<file path="src/rtl/stage_buf_pkg.sv">
`timescale 1ns/1ps
package stage_buf_pkg;
  localparam int unsigned DEF_DATA_W     = 64;
  localparam int unsigned DEF_SLOT_BYTES = 8192;
  localparam int unsigned DEF_NUM_SLOTS  = 4;

  function automatic int unsigned slot_words(input int unsigned data_w, input int unsigned slot_bytes);
    return slot_bytes / (data_w / 8);
  endfunction
endpackage

</file>
<file path="src/rtl/stage_ring_trk.sv">
`timescale 1ns/1ps
module stage_ring_trk #(
  parameter int unsigned NUM_SLOTS  = 4,
  parameter int unsigned SLOT_IDX_W = $clog2(NUM_SLOTS)
) (
  input  logic                  clk_i,
  input  logic                  rst_ni,
  input  logic                  fill_done_i,
  input  logic                  ack_i,
  output logic                  space_o,
  output logic [SLOT_IDX_W-1:0] wr_idx_o,
  output logic                  err_o
);
  localparam int unsigned PTR_W = SLOT_IDX_W + 1;

  logic [PTR_W-1:0] wr_q, rel_q;
  logic             err_q;
  logic             empty, full, ack_ok, ack_bad;

  // extra wrap bit separates full from empty
  assign empty   = (wr_q == rel_q);
  assign full    = (wr_q[SLOT_IDX_W] != rel_q[SLOT_IDX_W]) &&
                   (wr_q[SLOT_IDX_W-1:0] == rel_q[SLOT_IDX_W-1:0]);
  assign ack_ok  = ack_i && !empty;
  assign ack_bad = ack_i && empty;

  always_ff @(posedge clk_i or negedge rst_ni) begin
    if (!rst_ni) begin
      wr_q  <= '0;
      rel_q <= '0;
      err_q <= 1'b0;
    end else begin
      if (fill_done_i) wr_q  <= wr_q + {{(PTR_W-1){1'b0}}, 1'b1};
      if (ack_ok)      rel_q <= rel_q + {{(PTR_W-1){1'b0}}, 1'b1};
      if (ack_bad)     err_q <= 1'b1;
    end
  end

  assign space_o  = !full;
  assign wr_idx_o = wr_q[SLOT_IDX_W-1:0];
  assign err_o    = err_q;
endmodule

</file>
<file path="src/rtl/stage_fill_ctr.sv">
`timescale 1ns/1ps
module stage_fill_ctr #(
  parameter int unsigned DATA_W     = 64,
  parameter int unsigned SLOT_WORDS = 1024,
  parameter int unsigned SLOT_IDX_W = 2,
  parameter int unsigned WORD_W     = $clog2(SLOT_WORDS)
) (
  input  logic                         clk_i,
  input  logic                         rst_ni,
  input  logic                         beat_i,
  input  logic [DATA_W-1:0]            data_i,
  input  logic [SLOT_IDX_W-1:0]        slot_idx_i,
  output logic                         fill_done_o,
  output logic                         mem_we_o,
  output logic [SLOT_IDX_W+WORD_W-1:0] mem_addr_o,
  output logic [DATA_W-1:0]            mem_wdata_o,
  output logic                         req_o,
  output logic [SLOT_IDX_W-1:0]        req_idx_o
);
  logic [WORD_W-1:0] word_q;
  logic              last_word;

  assign last_word   = (word_q == WORD_W'(SLOT_WORDS - 1));
  assign fill_done_o = beat_i && last_word;

  always_ff @(posedge clk_i or negedge rst_ni) begin
    if (!rst_ni) begin
      word_q      <= '0;
      mem_we_o    <= 1'b0;
      mem_addr_o  <= '0;
      mem_wdata_o <= '0;
      req_o       <= 1'b0;
      req_idx_o   <= '0;
    end else begin
      mem_we_o <= beat_i;
      req_o    <= beat_i && last_word;
      if (beat_i) begin
        word_q      <= last_word ? '0 : word_q + {{(WORD_W-1){1'b0}}, 1'b1};
        mem_addr_o  <= {slot_idx_i, word_q};
        mem_wdata_o <= data_i;
        req_idx_o   <= slot_idx_i;
      end
    end
  end
endmodule

</file>
<file path="src/rtl/stage_buf_ctrl.sv">
`timescale 1ns/1ps
module stage_buf_ctrl #(
  parameter  int unsigned DATA_W     = stage_buf_pkg::DEF_DATA_W,
  parameter  int unsigned SLOT_BYTES = stage_buf_pkg::DEF_SLOT_BYTES,
  parameter  int unsigned NUM_SLOTS  = stage_buf_pkg::DEF_NUM_SLOTS,
  localparam int unsigned SLOT_WORDS = stage_buf_pkg::slot_words(DATA_W, SLOT_BYTES),
  localparam int unsigned WORD_W     = $clog2(SLOT_WORDS),
  localparam int unsigned SLOT_IDX_W = $clog2(NUM_SLOTS),
  localparam int unsigned ADDR_W     = SLOT_IDX_W + WORD_W
) (
  input  logic                  clk_i,
  input  logic                  rst_ni,
  input  logic                  in_valid_i,
  input  logic [DATA_W-1:0]     in_data_i,
  output logic                  in_ready_o,
  output logic                  mem_we_o,
  output logic [ADDR_W-1:0]     mem_addr_o,
  output logic [DATA_W-1:0]     mem_wdata_o,
  output logic                  slot_req_o,
  output logic [SLOT_IDX_W-1:0] slot_req_idx_o,
  input  logic                  dma_ack_i,
  output logic                  ack_err_o
);
  logic                  space, beat, fill_done;
  logic [SLOT_IDX_W-1:0] wr_idx;

  assign beat       = in_valid_i && space;
  assign in_ready_o = space;

  stage_ring_trk #(
    .NUM_SLOTS  (NUM_SLOTS),
    .SLOT_IDX_W (SLOT_IDX_W)
  ) ring_i (
    .clk_i       (clk_i),
    .rst_ni      (rst_ni),
    .fill_done_i (fill_done),
    .ack_i       (dma_ack_i),
    .space_o     (space),
    .wr_idx_o    (wr_idx),
    .err_o       (ack_err_o)
  );

  stage_fill_ctr #(
    .DATA_W     (DATA_W),
    .SLOT_WORDS (SLOT_WORDS),
    .SLOT_IDX_W (SLOT_IDX_W),
    .WORD_W     (WORD_W)
  ) fill_i (
    .clk_i       (clk_i),
    .rst_ni      (rst_ni),
    .beat_i      (beat),
    .data_i      (in_data_i),
    .slot_idx_i  (wr_idx),
    .fill_done_o (fill_done),
    .mem_we_o    (mem_we_o),
    .mem_addr_o  (mem_addr_o),
    .mem_wdata_o (mem_wdata_o),
    .req_o       (slot_req_o),
    .req_idx_o   (slot_req_idx_o)
  );
endmodule

</file>
<file path="config.mk">
export PLATFORM = sky130hd
export DESIGN_NAME = stage_buf_ctrl
export DESIGN_NICKNAME = d
export VERILOG_FILES = /design/src/rtl/stage_buf_pkg.sv /design/src/rtl/stage_ring_trk.sv /design/src/rtl/stage_fill_ctr.sv /design/src/rtl/stage_buf_ctrl.sv
export SDC_FILE = /design/constraint.sdc
export NUM_CORES = 1
export LEC_CHECK = 0
export BUFFER_PORTS_ARGS = -buffer_cell sky130_fd_sc_hd__buf_4
export CAP_MARGIN = 20
export CORE_UTILIZATION = 30
export CTS_CLUSTER_SIZE = 25
export DETAILED_ROUTE_END_ITERATION = 7
export GPL_TIMING_DRIVEN = 0
export PLACE_DENSITY = 0.64
export SETUP_SLACK_MARGIN = 0.2
export SLEW_MARGIN = 0
export SYNTH_ARGS = -nofsm -noshare
export SYNTH_HDL_FRONTEND = slang
export SYNTH_SLANG_ARGS = --single-unit
</file>
<file path="constraint.sdc">
create_clock -name clk_i -period 4.3 [get_ports clk_i]
set_input_delay 0.86 -clock clk_i [delete_from_list [all_inputs] [get_ports clk_i]]
set_output_delay 0.86 -clock clk_i [all_outputs]
set_load 0.02 [all_outputs]
</file>
==> run_results.csv <==
group,metric,value,unit
global_route,grt_start_max_net_pins,50,
synthesis,yosys.area_share.xor_xnor,0.02987,
placed_design,dpl.cell_count,724,
synthesis,synthMuxAreaShare,0.005907,
synthesis,netlist_area,3812,um^2
global_route,grt_pass1_wl,14.79,mm
routing,viasPerCell,4.234,
finish,drive_above_1_share,0.3298,
cts,clk_path_buf_depth,2,
synthesis,yosys.area_share.simple,0.2724,
critical_path,worstPathArrival,1540,ps
critical_path,crit_type,"reg -> out",
critical_path,path_buf_inv,1,
critical_path,critical-path-top-delay-family,"simple AND/OR/NAND/NOR gates",
finish,layout.cells.non_filler,738,
placed_design,gp_congestion,0.7606,
cts,cts.sinks,95,
die,io_pins,150,
global_route,grt_overflow,0,
critical_path,crit_path_start_kind,"flip-flop",
power_and_ir_drop,powerDensity,414.9,nW/um^2
critical_path,critPathLaunch,"ring_i.wr_q[2]",
synthesis,synth.ff_latch_count,95,
critical_path,endpoint_kind,"output pin",
finish,syn2layout_area_growth,42.53,%
synthesis,synthDistinctLibCells,27,
synthesis,syn_inst,406,
sta,slew_headroom,0.5874,
sta,max_freq,417.1,MHz
die,coreArea,12210,um^2
global_route,gr-usage-all-layers,0.1464,
cts,cts_resized,0,
finish,diodes,0,
critical_path,reg2regPathDepth,5,
finish,multi_input_area,1271,um^2
critical_path,critPathRequiredTime,3440,ps
finish,final_common_cell,"nand2_1",
cts,post_cts_buffers,0,
critical_path,crit_chain,"xnor2_1 > or3_1 > buf_4",
routing,ant_nets,0,
placed_design,io_buffers,149,
synthesis,synth-seq-area-share,0.6236,
sta,rsz0062_at_grt,"false",
synthesis,synth-compound-area-share,0.01543,
sta,worst_slew_pin_slew,618.8,ps
sta,clock_skew,5.606,ps
critical_path,max_stage_delay,420,ps
cts,postCtsHoldBufs,0,
die,die_x,114.7,um
sta,layout_min_cycle_time,2397,ps
sta,slew_violations,0,
cts,cts_root_buf,"clkbuf_16",
critical_path,crit_fanout,4,
critical_path,slowest_stage,"or3_1",
cts,insertion_delay,340,ps
finish,register_area,2377,um^2
power_and_ir_drop,power_leakage,0.002996,uW
critical_path,reg2reg_slack,2500,ps
finish,nNetsFinal,638,
global_route,grt_antenna_before_repair,0,
routing,firstDrtPassIters,4,
finish,fillers,1218,
routing,routedWlPerCell,12.34,um
cts,cts_tree,"yes",
die,std_cell_rows,40,
cts,path_clk_slew,60,ps
power_and_ir_drop,finalPower,2254,uW
job,cap_violations,0,
synthesis,synthAdderAreaFrac,0.009846,
cts,h-tree-depth,3,
cts,numCtsBuffers,9,
routing,drtIter0Drc,150,
sta,tns,0,ps
critical_path,rr_endpoint,"ring_i.wr_q[1]",
worst_hold_path,hp-class,"reg -> reg",
sta,setup_viol,0,
global_route,grt_pass1_vias,3139,
finish,mostFrequentLayoutCells,"239 x nand2_1, 152 x buf_4, 95 x dfrtp_1, 10 x buf_2, 10 x nand3_1",
sta,fin_crit_sh,0.5575,
power_and_ir_drop,vdd_ir_drop_max,0.0001661,V
die,die_y,114.7,um
synthesis,synth_nets,477,
die,start_util,0.3122,
sta,hold_violations,0,
die,dieArea,13160,um^2
synthesis,yosysWarnings,0,
worst_hold_path,hold_depth,2,
critical_path,crit_cells,3,
critical_path,crit_end,"in_ready_o",
placed_design,hpwl,6.753,mm
synthesis,avgSynthCellArea,9.390,um^2
critical_path,r2r_start,"fill_i.word_q[3]",
routing,drc,0,
synthesis,synth_top_family_by_area,"simple AND/OR/NAND/NOR gates",
routing,route.vias.total,3125,
outcome,status,"finished, final reports clean",
routing,totalWireLength,9.105,mm
==> worst min path at each step <==
| stage | slack, ps | from | to |
|---|---|---|---|
| 6_report | 470 | fill_i.mem_wdata_o[53] | fill_i.mem_wdata_o[53] |
| 5_1_grt | 500 | fill_i.mem_wdata_o[58] | fill_i.mem_wdata_o[58] |
| 4_1_cts | 480 | fill_i.mem_addr_o[3] | fill_i.mem_addr_o[3] |
| 3_5_place_dp | 460 | fill_i.mem_addr_o[3] | fill_i.mem_addr_o[3] |
| 3_3_place_gp | 460 | fill_i.mem_wdata_o[61] | fill_i.mem_wdata_o[61] |
| 2_1_floorplan | 460 | fill_i.word_q[6] | fill_i.word_q[6] |
==> per-layer routing <==
metal	vias up	share of wire	routed length, um	GRT usage
met1	1440	0.44	4006	0.1819
met3	12	0.057	519	0.03005
met4	0	0.019	171	0.07013
li1	1579	-	-	-
met2	94	0.48	4408	0.2448
met5	-	0	0	0
==> registers in the layout, summed over array words and instances, names as in the netlist, 2 cells and up <==
signal,cells
fill_i.mem_wdata_o,64
fill_i.word_q,10
fill_i.mem_addr_o,10
ring_i.wr_q,3
ring_i.rel_q,3
fill_i.req_idx_o,2
==> Yosys cell counts <==
| cell | n | share of area |
|---|---|---|
| nor2_2 | 1 | 0.0016 |
| a41o_1 | 1 | 0.0026 |
| nand4_1 | 3 | 0.0049 |
| nor2_1 | 2 | 0.0020 |
| nand3b_1 | 1 | 0.0020 |
| and4_1 | 1 | 0.0023 |
| nor3_1 | 1 | 0.0013 |
| xor2_1 | 5 | 0.011 |
| inv_1 | 1 | 0.00098 |
| o31ai_4 | 1 | 0.0056 |
| and2_1 | 1 | 0.0016 |
| buf_6 | 7 | 0.021 |
| xnor2_1 | 8 | 0.018 |
| o31ai_1 | 2 | 0.0039 |
| clkbuf_2 | 1 | 0.0013 |
| buf_4 | 3 | 0.0059 |
| and3_1 | 2 | 0.0033 |
| mux2_2 | 2 | 0.0059 |
| buf_2 | 10 | 0.013 |
| or3_1 | 3 | 0.0049 |
| o21ai_0 | 1 | 0.0013 |
| nand3_1 | 10 | 0.013 |
| ha_1 | 3 | 0.0098 |
| inv_2 | 1 | 0.00098 |
| o211ai_1 | 1 | 0.0020 |
| dfrtp_1 | 95 | 0.62 |
| nand2_1 | 239 | 0.24 |
==> final cells by class <==
type,count,share of cell area
Buffer,21,0.02878
Clock buffer,13,0.04789
Clock inverter,1,0.0009210
Inverter,2,0.001382
Multi-Input combinational cell,288,0.2339
Sequential cell,95,0.4375
Tap cell,168,0.03868
Timing Repair Buffer,150,0.2109
==> metrics by stage <==
| step | hold WS (ps) | area, um^2 | setup WS [ps] | utilization |
|---|---|---|---|---|
| 2_1_floorplan | 455.3 | 3812 | 2383 | - |
| 3_3_place_gp | 458.2 | 5141 | 2264 | 0.4210 |
| 3_5_place_dp | 463.5 | 5169 | 2264 | 0.4233 |
| 4_1_cts | 478.9 | 5434 | 1878 | 0.4450 |
| 5_1_grt | 497.8 | 5434 | 1828 | 0.4450 |
| 6_report | 474.8 | 5434 | 1903 | 0.4450 |
==> cell families after synthesis <==
group	count (synthesis)
AOI/OAI and AO/OA	6
DFF	95
and+or+nand+nor	264
adders and majority gates	3
xor gates and xnor gates	13
muxes	2
buffers and inverters	23
==> tightest hold or removal path, delay by kind of cell (launching register included) <==
family	cells	cell delay [ps]
DFF	1	340
and+or+nand+nor	2	100
==> where the power goes <==
| group | switching, uW | total (uW) | internal [uW] |
|---|---|---|---|
| combinational | 257 | 463 | 206 |
| clock | 309 | 726 | 416 |
| sequential | 69.5 | 1070 | 996 |
| total | 636 | 2250 | 1620 |
(Power assumes the default switching activity.)
